## src/rtl/dwell_pkg.sv

```systemverilog
package dwell_pkg;
  typedef enum logic [1:0] {
    SEQ_IDLE  = 2'd0,
    SEQ_COUNT = 2'd1,
    SEQ_FIRED = 2'd2
  } seq_state_e;
endpackage

```

## src/rtl/dwell_cfg_shadow.sv

```systemverilog
module dwell_cfg_shadow #(
  parameter int CODE_W = 32,
  parameter int CNT_W  = 16
) (
  input  logic              clk_i,
  input  logic              rst_ni,
  input  logic              load_i,
  input  logic [CODE_W-1:0] code_i,
  input  logic [CNT_W-1:0]  limit_i,
  output logic [CODE_W-1:0] code_o,
  output logic [CNT_W-1:0]  limit_o
);
  logic [CODE_W-1:0] code_q;
  logic [CNT_W-1:0]  limit_q;

  always_ff @(posedge clk_i or negedge rst_ni) begin
    if (!rst_ni) begin
      code_q  <= '0;
      limit_q <= '0;
    end else if (load_i) begin
      code_q  <= code_i;
      limit_q <= limit_i;
    end
  end

  assign code_o  = code_q;
  assign limit_o = limit_q;

  // config frozen outside idle
  assert_cfg_hold_R9: assert property (@(posedge clk_i) disable iff (!rst_ni)
    !load_i |=> ($stable(code_o) && $stable(limit_o)));
endmodule

```

## src/rtl/dwell_run_counter.sv

```systemverilog
module dwell_run_counter #(
  parameter int CNT_W = 16
) (
  input  logic             clk_i,
  input  logic             rst_ni,
  input  logic             clr_i,
  input  logic             inc_i,
  input  logic [CNT_W-1:0] limit_i,
  output logic [CNT_W-1:0] cnt_o,
  output logic             hit_o
);
  logic [CNT_W-1:0] cnt_q;

  always_ff @(posedge clk_i or negedge rst_ni) begin
    if (!rst_ni)     cnt_q <= '0;
    else if (clr_i)  cnt_q <= '0;
    else if (inc_i)  cnt_q <= cnt_q + 1'b1;
  end

  assign cnt_o = cnt_q;
  assign hit_o = (cnt_q == limit_i);

  assert_run_step_R4: assert property (@(posedge clk_i) disable iff (!rst_ni)
    (inc_i && !clr_i) |=> (cnt_o == CNT_W'($past(cnt_o) + 1'b1)));

  assert_run_restart_R2: assert property (@(posedge clk_i) disable iff (!rst_ni)
    clr_i |=> (cnt_o == '0));
endmodule

```

## src/rtl/dwell_seq.sv

```systemverilog
module dwell_seq
  import dwell_pkg::*;
(
  input  logic       clk_i,
  input  logic       rst_ni,
  input  logic       clear_i,
  input  logic       is_match_i,
  input  logic       hit_i,
  output seq_state_e state_o,
  output logic       cfg_load_o,
  output logic       cnt_clr_o,
  output logic       cnt_inc_o,
  output logic       fire_o,
  output logic       trig_o
);
  seq_state_e state_q, state_d;
  logic       trig_q;

  always_comb begin
    state_d = state_q;
    if (clear_i) begin
      state_d = SEQ_IDLE;
    end else begin
      unique case (state_q)
        SEQ_IDLE:  if (is_match_i) state_d = SEQ_COUNT;
        SEQ_COUNT: begin
          // threshold test first, watched value ignored once reached
          if (hit_i)            state_d = SEQ_FIRED;
          else if (!is_match_i) state_d = SEQ_IDLE;
        end
        SEQ_FIRED: state_d = SEQ_FIRED;
        default:   state_d = SEQ_IDLE;
      endcase
    end
  end

  always_ff @(posedge clk_i or negedge rst_ni) begin
    if (!rst_ni) begin
      state_q <= SEQ_IDLE;
      trig_q  <= 1'b0;
    end else begin
      state_q <= state_d;
      trig_q  <= fire_o;
    end
  end

  assign state_o    = state_q;
  assign cfg_load_o = (state_q == SEQ_IDLE);
  assign cnt_clr_o  = clear_i || ((state_q == SEQ_IDLE) && is_match_i);
  assign cnt_inc_o  = !clear_i && (state_q == SEQ_COUNT) && !hit_i && is_match_i;
  assign fire_o     = !clear_i && (state_q == SEQ_COUNT) && hit_i;
  assign trig_o     = trig_q;

  assert_fired_terminal_R11: assert property (@(posedge clk_i) disable iff (!rst_ni)
    (state_q == SEQ_FIRED && !clear_i) |=> (state_q == SEQ_FIRED));

  assert_run_abandon_R4: assert property (@(posedge clk_i) disable iff (!rst_ni)
    (state_q == SEQ_COUNT && !hit_i && !is_match_i && !clear_i) |=> (state_q == SEQ_IDLE));

  assert_run_start_R2: assert property (@(posedge clk_i) disable iff (!rst_ni)
    (state_q == SEQ_IDLE && is_match_i && !clear_i) |=> (state_q == SEQ_COUNT));
endmodule

```

## src/rtl/dwell_capture.sv

```systemverilog
module dwell_capture #(
  parameter int INSN_W = 32,
  parameter int PC_W   = 64
) (
  input  logic              clk_i,
  input  logic              rst_ni,
  input  logic              clear_i,
  input  logic              load_i,
  input  logic [INSN_W-1:0] insn_i,
  input  logic [PC_W-1:0]   pc_i,
  output logic [INSN_W-1:0] insn_o,
  output logic [PC_W-1:0]   pc_o
);
  logic [INSN_W-1:0] insn_q;
  logic [PC_W-1:0]   pc_q;

  always_ff @(posedge clk_i or negedge rst_ni) begin
    if (!rst_ni) begin
      insn_q <= '0;
      pc_q   <= '0;
    end else if (clear_i) begin
      insn_q <= '0;
      pc_q   <= '0;
    end else if (load_i) begin
      insn_q <= insn_i;
      pc_q   <= pc_i;
    end
  end

  assign insn_o = insn_q;
  assign pc_o   = pc_q;

  assert_capture_load_R7: assert property (@(posedge clk_i) disable iff (!rst_ni)
    (load_i && !clear_i) |=> (insn_o == $past(insn_i) && pc_o == $past(pc_i)));
endmodule

```

## src/rtl/dwell_watch_top.sv

```systemverilog
module dwell_watch_top
  import dwell_pkg::*;
#(
  parameter int STATE_W = 32,
  parameter int CNT_W   = 16,
  parameter int INSN_W  = 32,
  parameter int PC_W    = 64
) (
  input  logic               clk_i,
  input  logic               rst_ni,
  input  logic               clear_i,
  input  logic [STATE_W-1:0] state_i,
  input  logic [STATE_W-1:0] match_code_i,
  input  logic [CNT_W-1:0]   dwell_limit_i,
  input  logic [INSN_W-1:0]  insn_i,
  input  logic [PC_W-1:0]    pc_i,
  output logic               trig_o,
  output logic               triggered_o,
  output logic [INSN_W-1:0]  cap_insn_o,
  output logic [PC_W-1:0]    cap_pc_o
);
  seq_state_e         seq_state;
  logic               cfg_load, cnt_clr, cnt_inc, fire, hit, is_match;
  logic [STATE_W-1:0] code_q, code_act;
  logic [CNT_W-1:0]   limit_q, cnt;

  dwell_cfg_shadow #(.CODE_W(STATE_W), .CNT_W(CNT_W)) u_cfg (
    .clk_i   (clk_i),
    .rst_ni  (rst_ni),
    .load_i  (cfg_load),
    .code_i  (match_code_i),
    .limit_i (dwell_limit_i),
    .code_o  (code_q),
    .limit_o (limit_q)
  );

  // idle compares against the live code, a run against its frozen copy
  assign code_act = cfg_load ? match_code_i : code_q;
  assign is_match = (state_i == code_act);

  dwell_run_counter #(.CNT_W(CNT_W)) u_cnt (
    .clk_i   (clk_i),
    .rst_ni  (rst_ni),
    .clr_i   (cnt_clr),
    .inc_i   (cnt_inc),
    .limit_i (limit_q),
    .cnt_o   (cnt),
    .hit_o   (hit)
  );

  dwell_seq u_seq (
    .clk_i      (clk_i),
    .rst_ni     (rst_ni),
    .clear_i    (clear_i),
    .is_match_i (is_match),
    .hit_i      (hit),
    .state_o    (seq_state),
    .cfg_load_o (cfg_load),
    .cnt_clr_o  (cnt_clr),
    .cnt_inc_o  (cnt_inc),
    .fire_o     (fire),
    .trig_o     (trig_o)
  );

  dwell_capture #(.INSN_W(INSN_W), .PC_W(PC_W)) u_cap (
    .clk_i   (clk_i),
    .rst_ni  (rst_ni),
    .clear_i (clear_i),
    .load_i  (fire),
    .insn_i  (insn_i),
    .pc_i    (pc_i),
    .insn_o  (cap_insn_o),
    .pc_o    (cap_pc_o)
  );

  assign triggered_o = (seq_state == SEQ_FIRED);

  assert_single_pulse_R6: assert property (@(posedge clk_i) disable iff (!rst_ni)
    trig_o |=> !trig_o);

  assert_sticky_flag_R6: assert property (@(posedge clk_i) disable iff (!rst_ni)
    (triggered_o && !clear_i) |=> triggered_o);

  assert_pulse_on_entry_R3: assert property (@(posedge clk_i) disable iff (!rst_ni)
    $rose(triggered_o) |-> trig_o);

  assert_capture_hold_R7: assert property (@(posedge clk_i) disable iff (!rst_ni)
    (triggered_o && !clear_i) |=> ($stable(cap_insn_o) && $stable(cap_pc_o)));

  assert_clear_R8: assert property (@(posedge clk_i) disable iff (!rst_ni)
    clear_i |=> (!triggered_o && !trig_o && cap_insn_o == '0 && cap_pc_o == '0 && cnt == '0));

  assert_no_overrun_R3: assert property (@(posedge clk_i) disable iff (!rst_ni)
    (seq_state == SEQ_COUNT) |-> (cnt <= limit_q));
endmodule

```

## config.mk

```make
export PLATFORM = sky130hd
export DESIGN_NAME = dwell_watch_top
export DESIGN_NICKNAME = d
export VERILOG_FILES = /design/src/rtl/dwell_pkg.sv /design/src/rtl/dwell_cfg_shadow.sv /design/src/rtl/dwell_run_counter.sv /design/src/rtl/dwell_seq.sv /design/src/rtl/dwell_capture.sv /design/src/rtl/dwell_watch_top.sv
export SDC_FILE = /design/constraint.sdc
export NUM_CORES = 1
export LEC_CHECK = 0
export CAP_MARGIN = 20
export CELL_PAD_IN_SITES_DETAIL_PLACEMENT = 1
export CELL_PAD_IN_SITES_GLOBAL_PLACEMENT = 2
export CORE_ASPECT_RATIO = 0.7
export CORE_MARGIN = 2
export CORE_UTILIZATION = 28
export DETAILED_ROUTE_END_ITERATION = 8
export PLACE_DENSITY_LB_ADDON = 0.1
export REMOVE_ABC_BUFFERS = 1
export SKIP_LAST_GASP = 1
export SLEW_MARGIN = 10
export SYNTH_ARGS = -nofsm -noshare
export SYNTH_HDL_FRONTEND = slang
export SYNTH_SLANG_ARGS = --single-unit
export TNS_END_PERCENT = 10
```

## constraint.sdc

```tcl
create_clock -name clk_i -period 6.7 [get_ports clk_i]
set_input_delay 2.01 -clock clk_i [delete_from_list [all_inputs] [get_ports clk_i]]
set_output_delay 2.01 -clock clk_i [all_outputs]
set_load 0.005 [all_outputs]
```

==> flow_summary_export.csv, run 1 <==
group,metric,value,unit
outcome,status,"completed",
synth,yosysSeqAreaShare,53.1,%
worst_setup_path,regToRegEndpoint,"u_cnt.cnt_o[12]",
layout,syn_to_final_growth,49.0,%
worst_setup_path,path_buf_inv,1,
sta,hold_slack,499,ps
floorplan,die-area,28800,µm²
synth,synthesis.area,7690,µm²
worst_setup_path,critPathTopFamily,"compound AO/OA/AOI/OAI gates",
drt,ant_nets,0,
grt,grt_pass1_vias,7360,
clock_tree,cts_resized,0,
layout,antenna_cells,0,
worst_setup_path,path_class,"input pin to register",
clock_tree,postCtsSetupRepairBufs,0,
floorplan,dieHeight,143,µm
sta,finalSetupTns,0,ps
placement,port_buffers,276,
synth,synth.avg_cell_area,8.65,µm²
sta,finalCritPeriodShare,71.0,%
drt,dr_total_vias,7116,
job,max_cap_violations,0,
worst_setup_path,critPathLaunchType,"input pin",
sta,fin_crit,4760,ps
power_and_ir_drop,p_per_area,202,nW/µm²
sta,relSlewSlack,34.6,%
sta,finClkSkew,8.74,ps
grt,grt_max_degree,76,
sta,hold_violations,0,
placement,hpwlAfterDp,19500,µm
min_path,hp-start,"u_cfg.code_o[7]",
worst_setup_path,crit_path_top_delay_cell,"a2111o_1",
sta,grt_setup_unrepaired,"false",
clock_tree,clock_path_buffers,2,
clock_tree,cts_buffers,17,
clock_tree,clk_latency,430,ps
clock_tree,clockRootBuffer,"clkbuf_16",
worst_setup_path,worst-r2r-setup-slack,2740,ps
worst_setup_path,worstReg2RegStart,"u_seq.state_o[0]",
worst_setup_path,crit_arrival,5100,ps
synth,synthTopCellsByArea,"dfrtp_1 53%, nand2_1 15%, nand3_1 6.2%",
power_and_ir_drop,total_leakage_power,5.14,nW
min_path,min_to,"u_cfg.code_o[7]",
sta,fmax,0.210,GHz
worst_setup_path,path_common_cell,"a2111o_1",
min_path,hold_path_depth,2,
synth,yosysTopAreaCell,"dfrtp_1",
synth,synth_cell_types,48,
layout,layout.nets,1323,
clock_tree,postCtsHoldBufs,0,
worst_setup_path,ff2ff_path_depth,8,
clock_tree,clk_pin_slew,70,ps
worst_setup_path,startpoint,"state_i[19]",
synth,postSynthCellCount,889,
clock_tree,cts_tree,"built",
placement,dpl_cell_area,10800,µm²
drt,topRoutingLayerUsed,"met5",
layout,fin_area,11500,µm²
synth,synth_edf_count,0,
drt,wl_met2,11200,µm
floorplan,start_util,28.6,%
drt,firstDrtPassIters,5,
worst_setup_path,crit_chain,"clkdlybuf4s50_1, xor2_1, a2111o_1, o21ai_0, nand4_1, a2111o_1, or4_1, a21oi_1",
grt,overflow,0,
floorplan,core-area,26800,µm²
sta,drv_slew,0,
grt,antenna_found_initial,1,
drt,wl_met1,13800,µm
worst_setup_path,critPathMaxStageDelay,790,ps
sta,worst_pin_slew,981,ps
sta,setup_viol,0,
worst_setup_path,crit_path_end_kind,"register",
worst_setup_path,critPathRequiredTime,7050,ps
drt,route.detailed.wl_per_inst,17.9,µm
layout,final_cell_mix,"316 x nand2_1, 275 x clkdlybuf4s50_1, 163 x dfrtp_1",
layout,drive_gt1_share,4.93,%
grt,grt_pass1_wl,43300,µm
min_path,min-delay-path-class,"register to register",
drt,first_iter_violations,396,
synth,synth_top_flop_cell,"dfrtp_1",
synth,synthArstFlopShare,100,%
synth,yosys_warnings,0,
floorplan,rows,50,
worst_setup_path,crit_fanout,29,
placement,finalWeightedCongestion,0.767,
synth,yosysTopAreaCellShare,53.1,%
clock_tree,cts.htree.levels,4,
grt,grtUsageTotal,19.3,%
drt,wirelength,27300,µm
drt,wl_met3,2070,µm
drt,viasPerCell,4.68,
clock_tree,cts_num_sinks,163,
power_and_ir_drop,ir_worst_vdd,0.000171,V
layout,layout_commonest_cell,"nand2_1",
layout,postLayoutCoreUtil,42.7,%
floorplan,io_pins,277,
floorplan,die_w,202,µm
drt,drc_errors,0,
synth,ys_ff_latch,163,
## worst register-to-register path: stages, from the launching register on
cell and delay [ps]:
dfrtp_1 500, or2_2 560, buf_4 470, o21ai_0 210, o21ai_0 390, nand4_1 160, a2111o_1 790, or4_1 630
a21oi_1 170
## routing by layer
layer	vias to the layer above	GRT usage, %
met3	12	6.85
met5	-	0
met2	174	27.0
met4	2	4.06
li1	3477	-
met1	3451	28.3
## sequential cells by signal, indices dropped and copies added (netlist names)
| signal | count |
|---|---|
| u_cap.insn_o | 32 |
| u_cap.pc_o | 64 |
| u_cfg.code_o | 32 |
| u_cfg.limit_o | 16 |
| u_cnt.cnt_o | 16 |
| u_seq.state_o | 2 |
| u_seq.trig_o | 1 |
## synth_stat cells, drive strengths merged (4+ instances only)
cell       n
a21oi     32
and2       4
buf       15
clkbuf    38
dfrtp    163
inv       32
mux2i      4
nand2    316
nand2b    13
nand3     95
nand4      9
nand4b     4
nor2      13
nor2b      5
nor3       4
nor4       6
o2111ai    8
o21ai     22
o221ai     6
o22ai      4
o31ai     10
o41ai      5
or2        5
or4        9
xnor2     26
xor2      18
## kinds of logic after synthesis
logic type / after synthesis / share of synthesized area, %
xor gates and xnor gates: 44 / 5.01
adders and majority gates: 1 / 0.163
and+or+nand+nor: 489 / 27.8
buffers and inverters: 85 / 4.33
muxes: 4 / 0.570
DFF: 163 / 53.1
AOI/OAI and AO/OA: 103 / 9.05
## per-stage QoR
step,worst slack (ps),power [mW],instances
floorplan,954,1.08,836
global placement,1630,1.25,1487
detailed placement,1540,1.25,1488
CTS,2000,2.35,1520
global route,1820,2.42,1520
finish,1940,2.31,1520
## final cells by class
type | count | area [µm²]
repair buffers | 288 | 2850
clock inverters | 11 | 175
multi-input cells | 641 | 3300
well taps | 364 | 455
clock buffers | 21 | 470
fillers | 3095 | 15400
inverters | 32 | 120
flip-flops and latches | 163 | 4080
## where the power goes
part	switching (mW)	leakage, nW	total (mW)	internal [mW]
clock	0.425	0.310	1.08	0.657
sequential	0.00996	2.17	1.01	0.999
combinational	0.0953	2.66	0.220	0.124
total	0.531	5.14	2.31	1.78
## how the worst max path moves through the flow
stage | endpoint | slack (ps) | cells past startpoint
after floorplan | u_cap.insn_o[13] | 950 | 5
after global placement | u_cnt.cnt_o[12] | 1630 | 8
after detailed placement | u_cnt.cnt_o[12] | 1540 | 8
after CTS | u_cnt.cnt_o[9] | 2000 | 7
after global routing | u_cnt.cnt_o[12] | 1820 | 7
final | u_cnt.cnt_o[12] | 1940 | 8
No activity file was read; power rests on OpenSTA's default activity.
==> inputs of run 2 (changes only) <==
- CORE_UTILIZATION: 28 -> 26
- clock period: 6.7 -> 4.9 ns (I/O delays scaled with it)
==> flow_summary_export.csv, run 2 (synthesis results as in run 1) <==
group,metric,value,unit
grt,grt_pass1_vias,7572,
worst_setup_path,path_class,"input pin to register",
clock_tree,postCtsSetupRepairBufs,0,
drt,dr_total_vias,7162,
clock_tree,postCtsHoldBufs,0,
placement,hpwlAfterDp,20600,µm
placement,finalWeightedCongestion,0.768,
floorplan,dieHeight,148,µm
layout,syn_to_final_growth,49.9,%
clock_tree,cts_num_sinks,163,
drt,wirelength,28400,µm
grt,grt_pass1_wl,44000,µm
drt,route.detailed.wl_per_inst,18.4,µm
power_and_ir_drop,ir_worst_vdd,0.000170,V
layout,drive_gt1_share,5.42,%
clock_tree,cts_resized,0,
layout,final_cell_mix,"316 x nand2_1, 275 x clkdlybuf4s50_1, 163 x dfrtp_1",
sta,finalCritPeriodShare,85.2,%
sta,drv_slew,0,
layout,final_cells,1542,
placement,port_buffers,276,
sta,setup_viol,0,
sta,hold_slack,495,ps
worst_setup_path,critPathRequiredTime,5220,ps
worst_setup_path,critPathLaunchType,"input pin",
floorplan,rows,52,
sta,worst_pin_slew,865,ps
sta,grt_setup_unrepaired,"false",
floorplan,io_pins,277,
worst_setup_path,critPathMaxStageDelay,750,ps
layout,layout_commonest_cell,"nand2_1",
sta,fin_crit,4180,ps
placement,dp_cells,1508,
worst_setup_path,crit_fanout,24,
clock_tree,cts_buffers,17,
drt,drc_errors,0,
layout,layout.nets,1329,
grt,antenna_found_initial,3,
grt,grtUsageTotal,18.5,%
clock_tree,clock_path_buffers,2,
floorplan,start_util,26.5,%
worst_setup_path,crit_chain,"clkdlybuf4s50_1, xor2_1, a2111o_1, o21ai_0, nand4_1, a2111o_1, buf_4, o41ai_1, a21oi_1",
clock_tree,cts_tree,"built",
sta,relSlewSlack,41.8,%
layout,largest_register_ffs,64,
clock_tree,clockRootBuffer,"clkbuf_16",
clock_tree,clk_pin_slew,70,ps
worst_setup_path,crit_path_end_kind,"register",
power_and_ir_drop,p_per_area,272,nW/µm²
sta,fmax,0.239,GHz
worst_setup_path,path_common_cell,"a2111o_1",
power_and_ir_drop,total_leakage_power,5.17,nW
sta,finClkSkew,14.8,ps
sta,hold_violations,0,
drt,ant_nets,0,
drt,first_iter_violations,300,
outcome,status,"completed",
floorplan,die_w,210,µm
job,max_cap_violations,0,
worst_setup_path,crit_path_top_delay_cell,"a2111o_1",
clock_tree,cts.htree.levels,4,
worst_setup_path,crit_arrival,4500,ps
grt,overflow,0,
floorplan,die-area,31000,µm²
drt,viasPerCell,4.64,
floorplan,core-area,29000,µm²
drt,firstDrtPassIters,4,
min_path,min-delay-path-class,"register to register",
clock_tree,clk_latency,450,ps
sta,finalSetupTns,0,ps
grt,grt_max_degree,57,
-- run 2: cell count changes in the layout (fill, tap and decap cells not counted), moves of 2 or more --
cell | previous run | this run
buf_4 | 11 | 16
buf_12 | 0 | 2
diode_2 | 0 | 2
clkinv_2 | 1 | 3
-- run 2: metal layers --
metal	GRT usage (%)	up-vias	wire length (µm)	part of all wire, %
li1	-	3483	-	-
met1	25.3	3496	13600	48
met2	28.4	158	12700	45
met3	5.23	23	1540	5.4
met4	5.92	2	530	1.9
met5	0	-	12	0.042
-- run 2: layout make-up --
type	count	area, µm²
sequential	163	4080
multi-input combinational	641	3300
inverter	32	120
timing repair buffer	294	2920
antenna	2	5.00
tap	378	473
clock inverter	11	148
clock buffer	21	480
fill	3369	17500
-- run 2: through the flow --
step | cell area, µm² | power, mW | util (%) | setup slack, ps
6_report | 11500 | 3.13 | 39.7 | 725
5_1_grt | 11500 | 3.26 | 39.7 | 544
4_1_cts | 11500 | 3.19 | 39.7 | 758
3_5_place_dp | 10900 | 1.71 | 37.5 | 304
3_3_place_gp | 10900 | 1.71 | 37.5 | 361
2_1_floorplan | 7470 | 1.48 | - | -306
-- run 2: path summary, 6_finish.rpt --
check / from / to / slack (ps) / depth (start not counted)
max: state_i[19] / u_cnt.cnt_o[15] / 720 / 9
min: u_cfg.limit_o[1] / u_cfg.limit_o[1] / 490 / 2
max reg2reg: u_seq.state_o[0] / u_cnt.cnt_o[15] / 1180 / 9
min reg2reg: u_cfg.limit_o[1] / u_cfg.limit_o[1] / 490 / 2
max in group asynchronous: rst_ni / u_cap.pc_o[4] / 2940 / 2
min in group asynchronous: rst_ni / u_cfg.limit_o[6] / 980 / 1
-- run 2: worst max-delay path: cells and delay by family --
| kind | cells | cell delay, ps |
|---|---|---|
| XOR/XNOR | 1 | 170 |
| AND/OR/NAND/NOR | 1 | 170 |
| AO/OA/AOI/OAI | 5 | 1910 |
| buffers and inverters | 2 | 770 |
-- run 2: report_power, final --
| part | internal (mW) | switching [mW] | total (mW) |
|---|---|---|---|
| Sequential | 1.37 | 0.0133 | 1.38 |
| Clock | 0.859 | 0.596 | 1.45 |
| Combinational | 0.171 | 0.128 | 0.299 |
| Total | 2.40 | 0.738 | 3.13 |
==> inputs of run 3 (changes only) <==
- CTS_CLUSTER_DIAMETER: default -> 60
- RECOVER_POWER: default -> 50
==> flow_summary_export.csv, run 3 (synthesis results as in run 1) <==
group,metric,value,unit
min_path,hold_path_depth,2,
worst_setup_path,crit_arrival,4500,ps
drt,drc_errors,0,
grt,grt_max_degree,57,
sta,worst_slack,709,ps
layout,drive_gt1_share,4.99,%
layout,num-fill-cells,3370,
clock_tree,postCtsHoldBufs,0,
layout,layout_commonest_cell,"nand2_1",
placement,finalWeightedCongestion,0.768,
sta,worst_pin_slew,2940,ps
grt,grt_pass1_wl,44000,µm
floorplan,dieHeight,148,µm
outcome,violations,"capacitance limit, slew limit",
drt,first_iter_violations,323,
sta,setup_viol,0,
outcome,status,"finished with violations",
layout,syn_to_final_growth,49.7,%
clock_tree,clockRootBuffer,"clkbuf_16",
drt,dr_total_vias,7179,
power_and_ir_drop,total_leakage_power,5.16,nW
power_and_ir_drop,p_per_area,272,nW/µm²
placement,hpwlAfterDp,20600,µm
layout,final_cell_mix,"316 x nand2_1, 270 x clkdlybuf4s50_1, 163 x dfrtp_1",
drt,wl_met3,1470,µm
grt,grt_pass1_vias,7572,
worst_setup_path,crit_path_end_kind,"register",
worst_setup_path,critPathLaunchType,"input pin",
clock_tree,postCtsSetupRepairBufs,0,
drt,wl_met2,12700,µm
sta,grt_setup_unrepaired,"false",
sta,finalCritPeriodShare,85.5,%
placement,dp_cells,1508,
layout,layout.nets,1329,
power_and_ir_drop,p_seq_share,44.0,%
drt,route.detailed.wl_per_inst,18.4,µm
grt,overflow,0,
floorplan,start_util,26.5,%
worst_setup_path,ff2ff_path_depth,9,
drt,wl_met1,13700,µm
layout,final_cells,1542,
worst_setup_path,regToRegEndpoint,"u_cnt.cnt_o[15]",
layout,multi_input_area,3280,µm²
floorplan,die-area,31000,µm²
worst_setup_path,path_class,"input pin to register",
drt,firstDrtPassIters,6,
sta,finalSetupTns,0,ps
sta,fin_crit,4190,ps
placement,port_buffers,276,
clock_tree,clk_latency,440,ps
min_path,min-delay-path-class,"register to register",
power_and_ir_drop,clockPowerShare,46.4,%
floorplan,rows,52,
power_and_ir_drop,ir_worst_vdd,0.000170,V
clock_tree,cts_tree,"built",
sta,hold_violations,0,
sta,relSlewSlack,-96.3,%
clock_tree,clock_path_buffers,2,
worst_setup_path,critPathRequiredTime,5210,ps
grt,antenna_found_initial,3,
drt,wirelength,28400,µm
sta,finClkSkew,12.6,ps
clock_tree,clk_pin_slew,70,ps
drt,topRoutingLayerUsed,"met5",
placement,post-place-ws,304,ps
power_and_ir_drop,switchingPower,738,µW
clock_tree,cts_resized,0,
placement,dpl_cell_area,10900,µm²
worst_setup_path,worst-r2r-setup-slack,750,ps
drt,viasPerCell,4.66,
sta,drv_slew,57,
clock_tree,cts.htree.levels,4,
power_and_ir_drop,combPwrFrac,9.5,%
worst_setup_path,crit_fanout,24,
layout,regArea,4080,µm²
layout,largest_register_ffs,64,
min_path,hp-start,"u_cfg.limit_o[1]",
power_and_ir_drop,p_total,3.13,mW
grt,grtUsageTotal,18.5,%
layout,fin_area,11500,µm²
job,max_cap_violations,1,
drt,ant_nets,0,
clock_tree,cts_buffers,17,
min_path,min_to,"u_cfg.limit_o[1]",
worst_setup_path,worstReg2RegStart,"u_seq.state_o[0]",
power_and_ir_drop,switching_share,23.5,%
floorplan,die_w,210,µm
sta,fmax,0.239,GHz
floorplan,core-area,29000,µm²
floorplan,io_pins,277,
clock_tree,cts_num_sinks,163,
power_and_ir_drop,p_int,2.39,mW
-- run 3: changes by cell type in the layout (fill, tap and decap cells not counted) --
cell	change
clkdlybuf4s50_1	-5
dlygate4sd3_1	+5
buf_4	-1
buf_6	-1
clkbuf_1	+1
clkdlybuf4s25_1	+1
inv_1	+1
inv_2	-1
mux2i_1	+1
mux2i_2	-1
nor2_1	+1
nor2_4	-1
-- run 3: cell type report --
cell class	count	share of cell area [%]
flip-flops and latches	163	35.4
multi-input cells	641	28.5
repair buffers	294	25.4
clock buffers	21	4.17
well taps	378	4.11
clock inverters	11	1.28
inverters	32	1.04
diodes	2	0.0435
-- run 3: power by group through the flow --
stage	Clock, mW	Combinational, mW	Sequential (mW)
after global routing	1.55	0.328	1.38
after global placement	0	0.304	1.40
after detailed placement	0	0.304	1.40
final	1.45	0.299	1.38
after CTS	1.50	0.306	1.38
after floorplan	0	0.0787	1.40
-- run 3: how the worst max path moves through the flow --
stage                           startpoint          endpoint  slack [ps]  cells after the start
after global routing      u_seq.state_o[0]   u_cnt.cnt_o[15]         410                      9
after detailed placement       state_i[19]   u_cnt.cnt_o[15]         300                      9
after CTS                      state_i[19]   u_cnt.cnt_o[15]         760                      9
after floorplan                    clear_i  u_cap.insn_o[13]        -310                      5
final                          state_i[19]   u_cnt.cnt_o[15]         710                      9
after global placement         state_i[18]   u_cnt.cnt_o[15]         360                      9
-- run 3: stage by stage --
stage / hold WS, ps / utilization [%]
5_1_grt: 528 / 39.7
3_3_place_gp: 480 / 37.5
6_report: 494 / 39.7
4_1_cts: 501 / 39.7
3_5_place_dp: 486 / 37.5
2_1_floorplan: 460 / -
-- run 3: per-layer routing --
metal  track usage, %  up-vias
li1                 -     3488
met1             25.3     3506
met2             28.4      157
met3             5.23       26
met4             5.92        2
met5                0        -
-- run 3: critical path: stages --
cell and delay (ps):
clkdlybuf4s50_1 470, xor2_1 170, a2111o_1 400, o21ai_0 300
nand4_1 170, a2111o_1 760, buf_4 300, o41ai_1 350
a21oi_1 110
